### config.mk
export PLATFORM = sky130hd
export DESIGN_NAME = alarm_unit
export DESIGN_NICKNAME = d
export VERILOG_FILES = /design/src/rtl/alarm_unit_pkg.sv /design/src/rtl/alarm_match.sv /design/src/rtl/alarm_repeat.sv /design/src/rtl/alarm_pin.sv /design/src/rtl/alarm_unit.sv
export SDC_FILE = /design/constraint.sdc
export NUM_CORES = 1
export LEC_CHECK = 0
export BUFFER_PORTS_ARGS = -buffer_cell sky130_fd_sc_hd__buf_2
export CAP_MARGIN = 10
export CORE_UTILIZATION = 39
export CTS_CLUSTER_DIAMETER = 30
export DETAILED_ROUTE_END_ITERATION = 6
export PLACE_DENSITY = 0.78
export SYNTH_ARGS = -nofsm -noshare
export SYNTH_HDL_FRONTEND = slang
export SYNTH_SLANG_ARGS = --single-unit
export TNS_END_PERCENT = 50
### constraint.sdc
create_clock -name clk -period 2.5 [get_ports clk]
set_input_delay 0.375 -clock clk [delete_from_list [all_inputs] [get_ports clk]]
set_output_delay 0.375 -clock clk [all_outputs]
set_load 0.03 [all_outputs]
### src/rtl/alarm_unit_pkg.sv
package alarm_unit_pkg;

    localparam int FIELD_W = 8;
    localparam int NIB_W   = 4;
    localparam int LANES   = 8;
    localparam int CODE_W  = 4;
    localparam int CODE_MAX = 9;

    // lane order: 0 sec ones, 1 sec tens, 2 min ones, 3 min tens,
    // 4 hour, 5 weekday, 6 day, 7 month
    typedef enum logic [1:0] {
        ST_OFF   = 2'd0,
        ST_ARMED = 2'd1,
        ST_FIRE  = 2'd2
    } alm_state_t;

    typedef struct packed {
        logic [FIELD_W-1:0] mon;
        logic [FIELD_W-1:0] day;
        logic [FIELD_W-1:0] wday;
        logic [FIELD_W-1:0] hour;
        logic [FIELD_W-1:0] min;
        logic [FIELD_W-1:0] sec;
    } stamp_t;

    function automatic logic [LANES-1:0] lanes_for(input logic [CODE_W-1:0] code);
        logic [LANES-1:0] need;
        case (code)
            4'd2:    need = 8'b0000_0001;
            4'd3:    need = 8'b0000_0011;
            4'd4:    need = 8'b0000_0111;
            4'd5:    need = 8'b0000_1111;
            4'd6:    need = 8'b0001_1111;
            4'd7:    need = 8'b0011_1111;
            4'd8:    need = 8'b0101_1111;
            4'd9:    need = 8'b1101_1111;
            default: need = '0;
        endcase
        return need;
    endfunction

    function automatic logic code_ok(input logic [CODE_W-1:0] code);
        return (code <= CODE_W'(CODE_MAX));
    endfunction

endpackage

### src/rtl/alarm_match.sv
module alarm_match
    import alarm_unit_pkg::*;
(
    input  stamp_t            now_i,
    input  stamp_t            ref_i,
    input  logic [CODE_W-1:0] code_i,
    input  logic              half_tick,
    input  logic              sec_tick,
    output logic              hit_o
);
    logic [FIELD_W-1:0] cur_lane [LANES];
    logic [FIELD_W-1:0] ref_lane [LANES];
    logic [LANES-1:0]   lane_eq;
    logic [LANES-1:0]   need;
    logic               strobe;

    always_comb begin
        cur_lane[0] = {{NIB_W{1'b0}}, now_i.sec[NIB_W-1:0]};
        cur_lane[1] = {{NIB_W{1'b0}}, now_i.sec[FIELD_W-1:NIB_W]};
        cur_lane[2] = {{NIB_W{1'b0}}, now_i.min[NIB_W-1:0]};
        cur_lane[3] = {{NIB_W{1'b0}}, now_i.min[FIELD_W-1:NIB_W]};
        cur_lane[4] = now_i.hour;
        cur_lane[5] = now_i.wday;
        cur_lane[6] = now_i.day;
        cur_lane[7] = now_i.mon;
        ref_lane[0] = {{NIB_W{1'b0}}, ref_i.sec[NIB_W-1:0]};
        ref_lane[1] = {{NIB_W{1'b0}}, ref_i.sec[FIELD_W-1:NIB_W]};
        ref_lane[2] = {{NIB_W{1'b0}}, ref_i.min[NIB_W-1:0]};
        ref_lane[3] = {{NIB_W{1'b0}}, ref_i.min[FIELD_W-1:NIB_W]};
        ref_lane[4] = ref_i.hour;
        ref_lane[5] = ref_i.wday;
        ref_lane[6] = ref_i.day;
        ref_lane[7] = ref_i.mon;
    end

    for (genvar g = 0; g < LANES; g++) begin : g_lane
        assign lane_eq[g] = (cur_lane[g] == ref_lane[g]);
    end

    assign need   = lanes_for(code_i);
    assign strobe = (code_i == '0) ? half_tick : sec_tick;
    assign hit_o  = code_ok(code_i) && strobe && (&(lane_eq | ~need));

endmodule

### src/rtl/alarm_repeat.sv
module alarm_repeat #(
    parameter int CNT_W = 8
) (
    input  logic             clk,
    input  logic             rst_n,
    input  logic             clr_i,
    input  logic             load_i,
    input  logic [CNT_W-1:0] load_val_i,
    input  logic             step_i,
    input  logic             chime_i,
    output logic [CNT_W-1:0] cnt_o,
    output logic             spent_o
);
    logic [CNT_W-1:0] cnt_q;

    assign spent_o = (cnt_q == '0) && !chime_i;
    assign cnt_o   = cnt_q;

    always_ff @(posedge clk or negedge rst_n) begin
        if (!rst_n) begin
            cnt_q <= '0;
        end else if (clr_i) begin
            cnt_q <= '0;
        end else if (load_i) begin
            cnt_q <= load_val_i;
        end else if (step_i && !spent_o) begin
            cnt_q <= cnt_q - 1'b1;
        end
    end

endmodule

### src/rtl/alarm_pin.sv
module alarm_pin (
    input  logic clk,
    input  logic rst_n,
    input  logic half_tick,
    input  logic sec_tick,
    input  logic flip_i,
    input  logic sel_i,
    output logic tgl_o,
    output logic secclk_o,
    output logic pin_o
);
    logic tgl_q;
    logic sclk_q;

    always_ff @(posedge clk or negedge rst_n) begin
        if (!rst_n) begin
            tgl_q <= 1'b0;
        end else if (flip_i) begin
            tgl_q <= ~tgl_q;
        end
    end

    always_ff @(posedge clk or negedge rst_n) begin
        if (!rst_n) begin
            sclk_q <= 1'b0;
        end else if (sec_tick) begin
            sclk_q <= 1'b0;
        end else if (half_tick) begin
            sclk_q <= 1'b1;
        end
    end

    assign tgl_o    = tgl_q;
    assign secclk_o = sclk_q;
    assign pin_o    = sel_i ? sclk_q : tgl_q;

endmodule

### src/rtl/alarm_unit.sv
module alarm_unit
    import alarm_unit_pkg::*;
#(
    parameter int CNT_W = 8
) (
    input  logic               clk,
    input  logic               rst_n,
    input  logic               dev_rst,
    input  logic               cfg_wr,
    input  logic               cfg_en,
    input  logic               cfg_chime,
    input  logic [CODE_W-1:0]  cfg_code,
    input  logic [CNT_W-1:0]   cfg_rpt,
    input  logic               half_tick,
    input  logic               sec_tick,
    input  logic [FIELD_W-1:0] t_sec,
    input  logic [FIELD_W-1:0] t_min,
    input  logic [FIELD_W-1:0] t_hour,
    input  logic [FIELD_W-1:0] t_wday,
    input  logic [FIELD_W-1:0] t_day,
    input  logic [FIELD_W-1:0] t_mon,
    input  logic [FIELD_W-1:0] a_sec,
    input  logic [FIELD_W-1:0] a_min,
    input  logic [FIELD_W-1:0] a_hour,
    input  logic [FIELD_W-1:0] a_wday,
    input  logic [FIELD_W-1:0] a_day,
    input  logic [FIELD_W-1:0] a_mon,
    input  logic               pin_sel,
    output logic               alm_evt,
    output logic               alm_en,
    output logic [CNT_W-1:0]   rpt_cnt,
    output logic               alm_tgl,
    output logic               sec_clk,
    output logic               alm_pin
);
    alm_state_t        state_q;
    alm_state_t        state_d;
    logic              chime_q;
    logic [CODE_W-1:0] code_q;
    logic              hit;
    logic              spent;
    logic              in_fire;
    stamp_t            now_s;
    stamp_t            ref_s;

    assign now_s = '{mon: t_mon, day: t_day, wday: t_wday,
                     hour: t_hour, min: t_min, sec: t_sec};
    assign ref_s = '{mon: a_mon, day: a_day, wday: a_wday,
                     hour: a_hour, min: a_min, sec: a_sec};

    alarm_match u_match (
        .now_i     (now_s),
        .ref_i     (ref_s),
        .code_i    (code_q),
        .half_tick (half_tick),
        .sec_tick  (sec_tick),
        .hit_o     (hit)
    );

    alarm_repeat #(.CNT_W(CNT_W)) u_repeat (
        .clk        (clk),
        .rst_n      (rst_n),
        .clr_i      (dev_rst),
        .load_i     (cfg_wr),
        .load_val_i (cfg_rpt),
        .step_i     (in_fire),
        .chime_i    (chime_q),
        .cnt_o      (rpt_cnt),
        .spent_o    (spent)
    );

    alarm_pin u_pin (
        .clk       (clk),
        .rst_n     (rst_n),
        .half_tick (half_tick),
        .sec_tick  (sec_tick),
        .flip_i    (in_fire),
        .sel_i     (pin_sel),
        .tgl_o     (alm_tgl),
        .secclk_o  (sec_clk),
        .pin_o     (alm_pin)
    );

    // configuration bits held beside the machine
    always_ff @(posedge clk or negedge rst_n) begin
        if (!rst_n) begin
            chime_q <= 1'b0;
            code_q  <= '0;
        end else if (dev_rst) begin
            chime_q <= 1'b0;
            code_q  <= '0;
        end else if (cfg_wr) begin
            chime_q <= cfg_chime;
            code_q  <= cfg_code;
        end
    end

    // state register
    always_ff @(posedge clk or negedge rst_n) begin
        if (!rst_n) begin
            state_q <= ST_OFF;
        end else begin
            state_q <= state_d;
        end
    end

    // next state
    always_comb begin
        state_d = state_q;
        if (dev_rst) begin
            state_d = ST_OFF;
        end else if (cfg_wr) begin
            state_d = cfg_en ? ST_ARMED : ST_OFF;
        end else begin
            unique case (state_q)
                ST_OFF:   state_d = ST_OFF;
                ST_ARMED: state_d = hit ? ST_FIRE : ST_ARMED;
                ST_FIRE:  state_d = spent ? ST_OFF : ST_ARMED;
                default:  state_d = ST_OFF;
            endcase
        end
    end

    // outputs
    always_comb begin
        in_fire = 1'b0;
        alm_en  = 1'b0;
        unique case (state_q)
            ST_OFF:   begin in_fire = 1'b0; alm_en = 1'b0; end
            ST_ARMED: begin in_fire = 1'b0; alm_en = 1'b1; end
            ST_FIRE:  begin in_fire = 1'b1; alm_en = 1'b1; end
            default:  begin in_fire = 1'b0; alm_en = 1'b0; end
        endcase
    end

    assign alm_evt = in_fire;

endmodule

==> qor.txt <==
layout cells sized above 1 = 45.6%
Setup crit end kind = flop
post-synthesis sequential area ratio = 27.4%
#FFs+latches synth = 17
final setup violating endpoints = 0
core area = 3740 µm²
Slowest Stage Delay on Critical Path = 0.54 ns
Detail Route Antenna Nets = 0
synth unique cells = 37
initial antenna violation count = 0
RSZ-0062 raised after global routing = false
Initial Util = 41.5%
WL final = 3970 µm
GP Congestion = 0.776
final hold violations = 0
asr flop ratio synth = 100%
largest net degree at the start of global routing = 19
Post-synth EDFFs = 0
Die Wd = 65.1 µm
PostCTS Resize Cnt = 0
Synth Instances = 171
CP Class = flop to flop
WL/cell = 11.5 µm
critical path's slowest cell = or4_1
Fmax achieved = 0.460 GHz
Slew @ Worst Pin = 0.416 ns
Worst EP arrival = 2.31 ns
Adder-Cell Fraction of Synth Area = 2.42%
cells along the critical path = or4_1 -> o41a_1 -> nor3b_1 -> xnor2_1 -> o21ai_1 -> nor2b_4
Yosys Warn Count = 0
Final min period = 2.17 ns
Mapped Nets = 291
# IOs = 130
pins over their slew limit = 0
layout net count = 419
first-pass GRT wire length = 6220 µm
Lkg Pwr = 1.21 nW
Post CTS Setup Buffer Count = 0
met2 usage = 37.4%
# port buffers = 129
multi-input combinational cell area = 1070 µm²
HPWL after detailed placement = 3460 µm
clk_lat worst skew = 0.25 ns
critical path fanouts, max = 11
busiest grt layer = met2
CTS tree = yes
Util after Layout = 60.6%
vias per cell = 4.77
synthesis-to-finish area growth = 46.0%
grt met3 use = 2.78%
Initial DRT Pass Iterations = 4
WHS = 0.0339 ns
met1 GRT Util = 19.5%
fillers = 350
Startpoint Class = flop
Avg Cell Area, Syn = 9.09 µm²
Num Clock Sinks = 17
DRC = 0
power density cells = 348 nW/µm²
VDD IR max = 0.148 mV
Diodes inserted = 0
H-tree Lvls = 1
Cell Area, Synth = 1550 µm²
Die ar. = 4240 µm²
Max-cap violations = 0
hold_buf cts = 0
vias in the first global route = 1,572
worst endpoint required time = 2.64 ns
xor/xnor share of the synthesized area = 31.6%
Tot GR Track Use = 19.0%
CTS buffer count = 3
Die Span Y = 65.1 µm
largest family of logic cells by synthesized area = XOR/XNOR gates
period utilisation layout = 86.9%
FP Rows = 22
max_slew headroom = 72.1%
clk buf depth = 2
CTS clock-pin slew for the worst setup and hold paths = 0.07 ns
mux cell area share after synthesis = 7.89%
Starting DRT DRC Count = 28
Post-Synth Simple-Gate Area = 18.8%
register area = 425 µm²
Root Buffer = clkbuf_8
Final Skew = 0.00262 ns
DR vias = 1,649
Compound-Gate Fraction of Synth Area = 8.05%
Worst Hold Class = input port to async pin
setup tns final = 0 ns
outcome = completed
gr ovfl total = 0
dominant synthesized flop cell = dfrtp_1
-- layout by cell type, fill, tap and decap left out, types with 4 or more instances in the layout --
master and instances:
buf_2 129, nor2_1 20, nor3_1 4, nor4_1 8
mux2i_1 10, xor2_1 33, dfrtp_1 17, xnor2_1 23
inv_1 6, nand2_1 5
-- through the flow --
| step | worst slack [ns] | instances | power [W] | cell area (µm²) |
|---|---|---|---|---|
| floorplan | 0.329 | 171 | 0.000453 | 1550 |
| global placement | 0.368 | 342 | 0.000584 | 2220 |
| detailed placement | 0.344 | 342 | 0.000592 | 2220 |
| CTS | 0.323 | 346 | 0.000797 | 2270 |
| global route | 0.178 | 346 | 0.000840 | 2270 |
| finish | 0.326 | 346 | 0.000789 | 2270 |
-- logic make-up after synthesis --
logic type | after synthesis
flops | 17
xor+xnor | 56
buf+inv | 12
simple gates | 53
compound gates | 18
fa+ha+maj | 3
mux | 12
-- per-layer routing --
| metal | part of all wire [%] | routed length (µm) |
|---|---|---|
| met5 | 0 | 0 |
| met4 | 2.0 | 79 |
| met3 | 6.0 | 238 |
| met2 | 54 | 2160 |
| met1 | 38 | 1490 |
-- cells in the mapped netlist (2+ instances only) --
cell	instances	area (µm²)
a211oi_1	3	22.5
dfrtp_1	17	425
a21oi_1	3	15.0
xor2_1	33	289
ha_1	3	37.5
xnor2_1	23	201
nand2_1	5	18.8
o21ai_0	3	15.0
mux2i_1	10	100
mux2_2	2	22.5
nor3_1	4	20.0
nor4_1	8	50.1
nand3b_1	2	15.0
nand4_1	3	18.8
buf_6	2	22.5
clkbuf_1	4	15.0
nor2_1	20	75.1
a22oi_1	2	15.0
inv_1	6	22.5
-- flip-flops by register name (all words and copies together), names as in the netlist --
register,count
code_q,4
state_q,2
u_repeat.cnt_o,8
chime_q,1
u_pin.secclk_o,1
u_pin.tgl_o,1
-- critical path: cells and delay by family, from the launching register on --
| kind | cells | cell delay [ns] |
|---|---|---|
| flip-flops | 1 | 0.42 |
| AND/OR/NAND/NOR | 3 | 0.89 |
| AO/OA/AOI/OAI | 2 | 0.61 |
| XOR/XNOR | 1 | 0.14 |
-- layout make-up --
| cell class | count | share of cell area [%] |
|---|---|---|
| multi-input cells | 142 | 47.1 |
| repair buffers | 129 | 28.5 |
| flip-flops and latches | 17 | 18.8 |
| well taps | 48 | 2.65 |
| clock buffers | 3 | 1.82 |
| inverters | 6 | 0.993 |
| clock inverters | 1 | 0.221 |
-- report_power, final --
group | switching (W) | leakage (nW) | internal, W
Clock | 0.0000941 | 0.0255 | 0.000111
Combinational | 0.000129 | 0.955 | 0.000150
Sequential | 0.0000177 | 0.227 | 0.000288
Total | 0.000241 | 1.21 | 0.000548
-- worst paths after layout --
path	startpoint	end	slack, ns	depth (start not counted)
worst max-delay path	u_repeat.cnt_o[3]$_DFFE_PN0P_	u_repeat.cnt_o[4]$_DFFE_PN0P_	0.33	6
worst min-delay path	rst_n	chime_q$_DFFE_PN0P_	0.03	1
worst max register to register	u_repeat.cnt_o[3]$_DFFE_PN0P_	u_repeat.cnt_o[4]$_DFFE_PN0P_	0.33	6
worst min register to register	u_pin.tgl_o$_DFFE_PN0P_	u_pin.tgl_o$_DFFE_PN0P_	0.50	1
max in group asynchronous	rst_n	u_repeat.cnt_o[6]$_DFFE_PN0P_	2.19	1
min in group clk	sec_tick	u_pin.secclk_o$_DFFE_PN0P_	0.29	2
(Power assumes the default switching activity.)
